$ cat config.mk
export PLATFORM = sky130hd
export DESIGN_NAME = lcd_timing_gen
export DESIGN_NICKNAME = d
export VERILOG_FILES = /design/src/rtl/lcdt_pkg.sv /design/src/rtl/lcdt_cfg_bank.sv /design/src/rtl/lcdt_axis.sv /design/src/rtl/lcd_timing_gen.sv
export SDC_FILE = /design/constraint.sdc
export NUM_CORES = 1
export LEC_CHECK = 0
export BUFFER_PORTS_ARGS = -buffer_cell sky130_fd_sc_hd__clkbuf_2
export CAP_MARGIN = 20
export CORE_MARGIN = 5
export CORE_UTILIZATION = 25
export CTS_BUF_LIST = sky130_fd_sc_hd__clkbuf_16
export DETAILED_ROUTE_END_ITERATION = 12
export PLACE_DENSITY_LB_ADDON = 0.3
export SLEW_MARGIN = 20
export SYNTH_ARGS = -nofsm -noshare
export SYNTH_HDL_FRONTEND = slang
export SYNTH_SLANG_ARGS = --single-unit
$ cat constraint.sdc
create_clock -name clk -period 7.75 [get_ports clk]
set_clock_uncertainty 0.1 [all_clocks]
set_input_delay 1.1625 -clock clk [delete_from_list [all_inputs] [get_ports clk]]
set_output_delay 1.1625 -clock clk [all_outputs]
set_load 0.05 [all_outputs]
$ cat src/rtl/lcdt_pkg.sv
package lcdt_pkg;
    localparam int WORD_W  = 32;
    localparam int FIELD_W = WORD_W / 2;
    localparam int REG_AW  = 3;

    typedef enum logic [1:0] {
        PH_SYNC  = 2'd0,
        PH_BACK  = 2'd1,
        PH_ACT   = 2'd2,
        PH_FRONT = 2'd3
    } lcdt_phase_e;

    typedef struct packed {
        logic [FIELD_W-1:0] hsw_m1;
        logic [FIELD_W-1:0] vsw_m1;
        logic [FIELD_W-1:0] vfp_m1;
        logic [FIELD_W-1:0] vbp_raw;
        logic [FIELD_W-1:0] hfp_m1;
        logic [FIELD_W-1:0] hbp_m1;
        logic [FIELD_W-1:0] wid_m1;
        logic [FIELD_W-1:0] hgt_m1;
        logic               hs_low;
        logic               vs_low;
        logic [1:0]         mode;
    } lcdt_cfg_t;

    // bits kept at the top of a colour channel for a format code
    function automatic int lcdt_keep_bits(input logic [1:0] mode, input int ch);
        case (mode)
            2'd0:    return 4;
            2'd1:    return (ch == 1) ? 6 : 5;
            2'd2:    return 6;
            default: return 8;
        endcase
    endfunction
endpackage

$ cat src/rtl/lcdt_cfg_bank.sv
module lcdt_cfg_bank
    import lcdt_pkg::*;
(
    input  logic              clk,
    input  logic              rst_n,
    input  logic              wr_en,
    input  logic [REG_AW-1:0] wr_addr,
    input  logic [WORD_W-1:0] wr_data,
    input  logic              load,
    output lcdt_cfg_t         work
);
    typedef struct packed {
        lcdt_cfg_t shadow;
        lcdt_cfg_t work;
    } bank_t;

    bank_t st_d, st_q;

    always_comb begin
        st_d = st_q;
        if (load) begin
            st_d.work = st_q.shadow;
        end
        if (wr_en) begin
            case (wr_addr)
                3'd0: begin
                    st_d.shadow.hsw_m1 = wr_data[FIELD_W-1:0];
                    st_d.shadow.vsw_m1 = wr_data[WORD_W-1:FIELD_W];
                end
                3'd1: begin
                    st_d.shadow.vfp_m1  = wr_data[FIELD_W-1:0];
                    st_d.shadow.vbp_raw = wr_data[WORD_W-1:FIELD_W];
                end
                3'd2: begin
                    st_d.shadow.hfp_m1 = wr_data[FIELD_W-1:0];
                    st_d.shadow.hbp_m1 = wr_data[WORD_W-1:FIELD_W];
                end
                3'd3: begin
                    st_d.shadow.wid_m1 = wr_data[FIELD_W-1:0];
                    st_d.shadow.hgt_m1 = wr_data[WORD_W-1:FIELD_W];
                end
                3'd4: begin
                    st_d.shadow.hs_low = wr_data[0];
                    st_d.shadow.vs_low = wr_data[1];
                    st_d.shadow.mode   = wr_data[9:8];
                end
                default: ;
            endcase
        end
    end

    always_ff @(posedge clk or negedge rst_n) begin
        if (!rst_n) st_q <= '0;
        else        st_q <= st_d;
    end

    assign work = st_q.work;

    AST_WORK_FRAME_ONLY: assert property (@(posedge clk) disable iff (!rst_n)
        !load |=> $stable(st_q.work)) else $error("working config changed mid-frame");
endmodule

$ cat src/rtl/lcdt_axis.sv
module lcdt_axis
    import lcdt_pkg::*;
#(
    parameter int LEN_W = FIELD_W + 1,
    localparam int CNT_W = LEN_W - 1
)(
    input  logic             clk,
    input  logic             rst_n,
    input  logic             step,
    input  logic [LEN_W-1:0] len_sync,
    input  logic [LEN_W-1:0] len_back,
    input  logic [LEN_W-1:0] len_act,
    input  logic [LEN_W-1:0] len_front,
    output lcdt_phase_e      phase,
    output logic [CNT_W-1:0] cnt,
    output logic             last
);
    typedef struct packed {
        lcdt_phase_e      ph;
        logic [CNT_W-1:0] cnt;
    } axis_t;

    axis_t            st_d, st_q;
    logic [LEN_W-1:0] cur_len;

    always_comb begin
        case (st_q.ph)
            PH_SYNC:  cur_len = len_sync;
            PH_BACK:  cur_len = len_back;
            PH_ACT:   cur_len = len_act;
            default:  cur_len = len_front;
        endcase
        last = ({1'b0, st_q.cnt} == cur_len - 1'b1);

        st_d = st_q;
        if (step) begin
            if (last) begin
                st_d.cnt = '0;
                case (st_q.ph)
                    PH_SYNC:  st_d.ph = (len_back == '0) ? PH_ACT : PH_BACK;
                    PH_BACK:  st_d.ph = PH_ACT;
                    PH_ACT:   st_d.ph = PH_FRONT;
                    default:  st_d.ph = PH_SYNC;
                endcase
            end else begin
                st_d.cnt = st_q.cnt + 1'b1;
            end
        end
    end

    always_ff @(posedge clk or negedge rst_n) begin
        if (!rst_n) st_q <= '{ph: PH_SYNC, cnt: '0};
        else        st_q <= st_d;
    end

    assign phase = st_q.ph;
    assign cnt   = st_q.cnt;

    AST_HOLD_NO_STEP: assert property (@(posedge clk) disable iff (!rst_n)
        !step |=> $stable(st_q)) else $error("axis moved without a step");
    AST_CNT_IN_RANGE: assert property (@(posedge clk) disable iff (!rst_n)
        ({1'b0, st_q.cnt} < cur_len)) else $error("count beyond phase length");
    AST_PHASE_ORDER: assert property (@(posedge clk) disable iff (!rst_n)
        (st_q.ph != $past(st_q.ph)) |->
            ((2'(st_q.ph) == 2'(2'($past(st_q.ph)) + 2'd1)) ||
             ($past(st_q.ph) == PH_SYNC && st_q.ph == PH_ACT)))
        else $error("phase out of order");
endmodule

$ cat src/rtl/lcd_timing_gen.sv
module lcd_timing_gen
    import lcdt_pkg::*;
#(
    parameter int CH_W = 8,
    localparam int PIX_W = 3 * CH_W,
    localparam int LEN_W = FIELD_W + 1
)(
    input  logic               clk,
    input  logic               rst_n,
    input  logic               pix_stb,
    input  logic               wr_en,
    input  logic [REG_AW-1:0]  wr_addr,
    input  logic [WORD_W-1:0]  wr_data,
    input  logic [PIX_W-1:0]   pix_in,
    output logic               hsync,
    output logic               vsync,
    output logic               de,
    output logic [FIELD_W-1:0] x,
    output logic [FIELD_W-1:0] y,
    output logic               vblank_irq,
    output logic [PIX_W-1:0]   pix_out,
    output logic [1:0]         out_mode
);
    typedef struct packed {
        logic irq;
    } top_t;

    lcdt_cfg_t          cfg;
    lcdt_phase_e        h_ph, v_ph;
    logic [FIELD_W-1:0] h_cnt, v_cnt;
    logic               h_last, v_last;
    logic               line_wrap, frame_wrap;
    top_t               st_d, st_q;

    assign line_wrap  = pix_stb && h_last && (h_ph == PH_FRONT);
    assign frame_wrap = line_wrap && v_last && (v_ph == PH_FRONT);

    lcdt_cfg_bank i_cfg (
        .clk     (clk),
        .rst_n   (rst_n),
        .wr_en   (wr_en),
        .wr_addr (wr_addr),
        .wr_data (wr_data),
        .load    (frame_wrap),
        .work    (cfg)
    );

    lcdt_axis #(.LEN_W(LEN_W)) i_haxis (
        .clk       (clk),
        .rst_n     (rst_n),
        .step      (pix_stb),
        .len_sync  ({1'b0, cfg.hsw_m1} + 1'b1),
        .len_back  ({1'b0, cfg.hbp_m1} + 1'b1),
        .len_act   ({1'b0, cfg.wid_m1} + 1'b1),
        .len_front ({1'b0, cfg.hfp_m1} + 1'b1),
        .phase     (h_ph),
        .cnt       (h_cnt),
        .last      (h_last)
    );

    lcdt_axis #(.LEN_W(LEN_W)) i_vaxis (
        .clk       (clk),
        .rst_n     (rst_n),
        .step      (line_wrap),
        .len_sync  ({1'b0, cfg.vsw_m1} + 1'b1),
        .len_back  ({1'b0, cfg.vbp_raw}),
        .len_act   ({1'b0, cfg.hgt_m1} + 1'b1),
        .len_front ({1'b0, cfg.vfp_m1} + 1'b1),
        .phase     (v_ph),
        .cnt       (v_cnt),
        .last      (v_last)
    );

    always_comb begin
        st_d     = st_q;
        st_d.irq = line_wrap && v_last && (v_ph == PH_ACT);
    end

    always_ff @(posedge clk or negedge rst_n) begin
        if (!rst_n) st_q <= '0;
        else        st_q <= st_d;
    end

    assign hsync      = (h_ph == PH_SYNC) ^ cfg.hs_low;
    assign vsync      = (v_ph == PH_SYNC) ^ cfg.vs_low;
    assign de         = (h_ph == PH_ACT) && (v_ph == PH_ACT);
    assign x          = (h_ph == PH_ACT) ? h_cnt : '0;
    assign y          = (v_ph == PH_ACT) ? v_cnt : '0;
    assign vblank_irq = st_q.irq;
    assign out_mode   = cfg.mode;

    for (genvar c = 0; c < 3; c++) begin : g_chan
        logic [CH_W-1:0] keep_mask;
        always_comb begin
            for (int b = 0; b < CH_W; b++) begin
                keep_mask[b] = (b >= CH_W - lcdt_keep_bits(cfg.mode, c));
            end
        end
        assign pix_out[c*CH_W +: CH_W] = de ? (pix_in[c*CH_W +: CH_W] & keep_mask) : '0;
    end

    AST_IRQ_SINGLE: assert property (@(posedge clk) disable iff (!rst_n)
        vblank_irq |=> !vblank_irq) else $error("vblank pulse too long");
    AST_IRQ_AT_FRONT: assert property (@(posedge clk) disable iff (!rst_n)
        vblank_irq |-> (v_ph == PH_FRONT)) else $error("vblank pulse outside front porch");
endmodule

==> out/qor.tcl <==
set qor(cpMaxStageDelayCell) {ha_1}
set qor(crit_path_cell_trace) {inv_1 -> ha_1 -> nor3b_1 -> or2_2 -> ha_1 -> mux2i_1 -> ha_1 -> o311a_1 -> o211ai_1 -> or2_2 -> or4_1 -> or3_1 -> a221o_1 -> a2111oi_4 -> buf_4 -> and2_1 -> and2b_1 -> mux2_2}
set qor(synth-warning-count) 0
set qor(synth_top_cells_by_area) {dfrtp_1 (46%), mux2_2 (13%), mux2_4 (7.3%)}
set qor(use_met2_pct) 19.2
set qor(synth_cell_types) 91
set qor(clkTransAtPathRegs_ps) 60
set qor(wirelength_um) 45400
set qor(cts_inserted_buffers) 37
set qor(cts-htree-levels) 2
set qor(worstSkewPairLatency_ps) 550
set qor(netlist.top_cell.by_area) {dfrtp_1}
set qor(period_share_pct) 82.3
set qor(post-route-drc-count) 0
set qor(number_of_iterations_in_the_first_detailed_routing_pass) 7
set qor(start_util_pct) 25.2
set qor(post_synth_inst_count) 1431
set qor(critPathLaunchType) {flop}
set qor(place_congestion) 0.872
set qor(die_height_um) 267
set qor(cell_area_after_synthesis_um2) 16500
set qor(synth.ff_latch_count) 301
set qor(outcome) {complete, no violations}
set qor(tightest_slew_ps) 1030
set qor(met1_usage_pct) 17.9
set qor(core.rowCount) 94
set qor(timing.critical_path.buf_inv) 2
set qor(fill_cells) 6745
set qor(cap_violations) 0
set qor(critical_path.most_common_cell) {ha_1}
set qor(path_delay_family) {simple AND/OR/NAND/NOR gates}
set qor(layout_common_cells) {dfrtp_1 (301), mux2_2 (186), clkbuf_2 (123)}
set qor(timing.critical_path.required_ps) 8140
set qor(cts_buffer_depth) 3
set qor(areaGrowthSynthToFinish_pct) 16.3
set qor(cts_root_buffer) {clkbuf_16}
set qor(timing.critical_path.slowest_cell_delay_ps) 650
set qor(timing_hold_violations_final) 0
set qor(final_core_utilization_pct) 29.3
set qor(grt_setup_unrepaired) {no}
set qor(cts.repair.resized) 0
set qor(cts_num_sinks) 301
set qor(count_of_flip_flops_with_a_built_in_enable_after_synthesis) 0
set qor(slew-limit-headroom_pct) 31.1
set qor(synth_sequential_area_ratio_pct) 45.6
set qor(first_global_vias) 11643
set qor(asyncSetResetFlopFracSynth_pct) 100
set qor(route.detailed.vias_per_inst) 4.88
set qor(ant_nets) 0
set qor(wl_per_cell_um) 18.8
set qor(setup_tns_ps) 0
set qor(globalRouteTotalUtil_pct) 12.4
set qor(total_power_mw) 3.84
set qor(power_density_nw_per_um2) 200
set qor(timing.critical_path.to_type) {flop}
set qor(floorplan.core_area_um2) 65600
set qor(yosysTopAreaCellShare_pct) 45.6
set qor(grt_max_degree) 179
set qor(ctsHoldBuffers) 0
set qor(post_cts.repair.setup_buffers) 0
set qor(dp.final_hpwl_um) 32000
set qor(drive_above_1_share_pct) 32.9
set qor(mappedNetlistNets) 1510
set qor(power.ir.vdd_worst_mv) 0.121
set qor(fin_worst_hold_slack_ps) 391
set qor(top_usage_layer) {met2}
set qor(antenna_cells_inserted) 0
set qor(antenna_found_initial) 4
set qor(boundaryPins) 125
set qor(post-route-min-period_ps) 6380
set qor(route.vias.total) 11783
set qor(cp_max_fo) 15
set qor(die_w_um) 267
set qor(cts_tree) {built}
set qor(worstSetupPathType) {flop to flop}
set qor(fmaxAchievable_mhz) 157
set qor(globalRoute.totalOverflow) 0
set qor(portBuffers) 124
set qor(min-delay-path-class) {flop to flop}
set qor(mostFrequentLayoutCell) {dfrtp_1}
set qor(first_iter_violations) 771
set qor(die-area_um2) 71300
set qor(nets_final) 1607
set qor(grt_first_pass_wirelength_um) 70500
set qor(report.final.setup_viol) 0
set qor(drv_slew) 0
set qor(yosys_most_used_dff) {dfrtp_1}
set qor(postSynthAreaPerCell_um2) 11.5
set qor(critPathArrivalTime_ps) 6770
set qor(power.leakage_nw) 8.82
set qor(grtUsageMet3_pct) 2.83
==> registers in the layout, summed over array words and instances (netlist names) <==
register,cells
vblank_irq,1
i_vaxis.cnt,16
i_haxis.phase,2
i_vaxis.phase,2
i_cfg.work,132
i_haxis.cnt,16
i_cfg.st_q,132
==> worst register-to-register path: cells and delay by family, from the launching register on <==
kind,cells,cell delay (ps)
compound gates,4,1120
fa+ha+maj,3,1190
buf+inv,2,370
flops,1,420
mux,2,410
simple gates,7,2740
==> kinds of logic (layout without fill, tap and decap cells) <==
logic type / count (synthesis) / after routing / synth area share [%]
flip-flops: 301 / 301 / 45.6
AO/OA/AOI/OAI: 224 / 224 / 10.6
buffers and inverters: 110 / 231 / 3.32
multiplexers: 274 / 274 / 20.4
adder cells (fa/ha/maj): 16 / 16 / 1.21
XOR/XNOR: 75 / 75 / 4.07
AND/OR/NAND/NOR: 431 / 431 / 14.8
==> layer usage <==
metal	vias to the layer above	part of all wire (%)
li1	5492	-
met1	5937	48
met2	289	44
met3	57	6.0
met4	8	1.6
met5	-	0.13
==> synth_stat cells, types with 25 or more instances <==
cell      instances
and2_1           51
and3_1           31
clkbuf_1         45
dfrtp_1         301
inv_1            26
mux2_2          186
mux2_4           80
nand2_1          76
nand3_1          46
nor2_1           54
nor3_1           27
o21ai_0          25
xnor2_1          50
==> path summary, 6_finish.rpt <==
check / from / end / slack [ps] / depth (start not counted)
min: i_cfg.st_q[211] / i_cfg.work[79] / 390 / 1
min in group asynchronous: rst_n / i_vaxis.cnt[7] / 440 / 1
min reg2reg: i_cfg.st_q[211] / i_cfg.work[79] / 390 / 1
max in group asynchronous: rst_n / i_cfg.work[122] / 5740 / 2
max: i_haxis.phase[1] / i_vaxis.cnt[0] / 1370 / 18
max reg2reg: i_haxis.phase[1] / i_vaxis.cnt[0] / 1370 / 18
==> where the power goes <==
part	switching (mW)	leakage (nW)	internal [mW]	total, mW
sequential	0.108	3.86	1.74	1.85
combinational	0.117	4.35	0.164	0.281
clock	0.689	0.609	1.02	1.71
total	0.914	8.82	2.93	3.84
==> stage by stage <==
step	cells	instance area, um^2	setup WS [ps]
floorplan	1431	16500	2240
global placement	2351	18000	1390
detailed placement	2351	18000	1260
CTS	2414	19200	1260
global route	2416	19200	958
finish	2416	19200	1370
==> final cells by class <==
class                           count  area (um^2)  area share [%]
Multi-Input combinational cell   1020         8480            44.1
Inverter                           27          101           0.528
Clock buffer                       38          951            4.95
Sequential cell                   301         7530            39.2
Timing Repair Buffer              141          823            4.29
Clock inverter                     25          241            1.26
Tap cell                          864         1080            5.63
No activity file was read; power rests on OpenSTA's default activity.
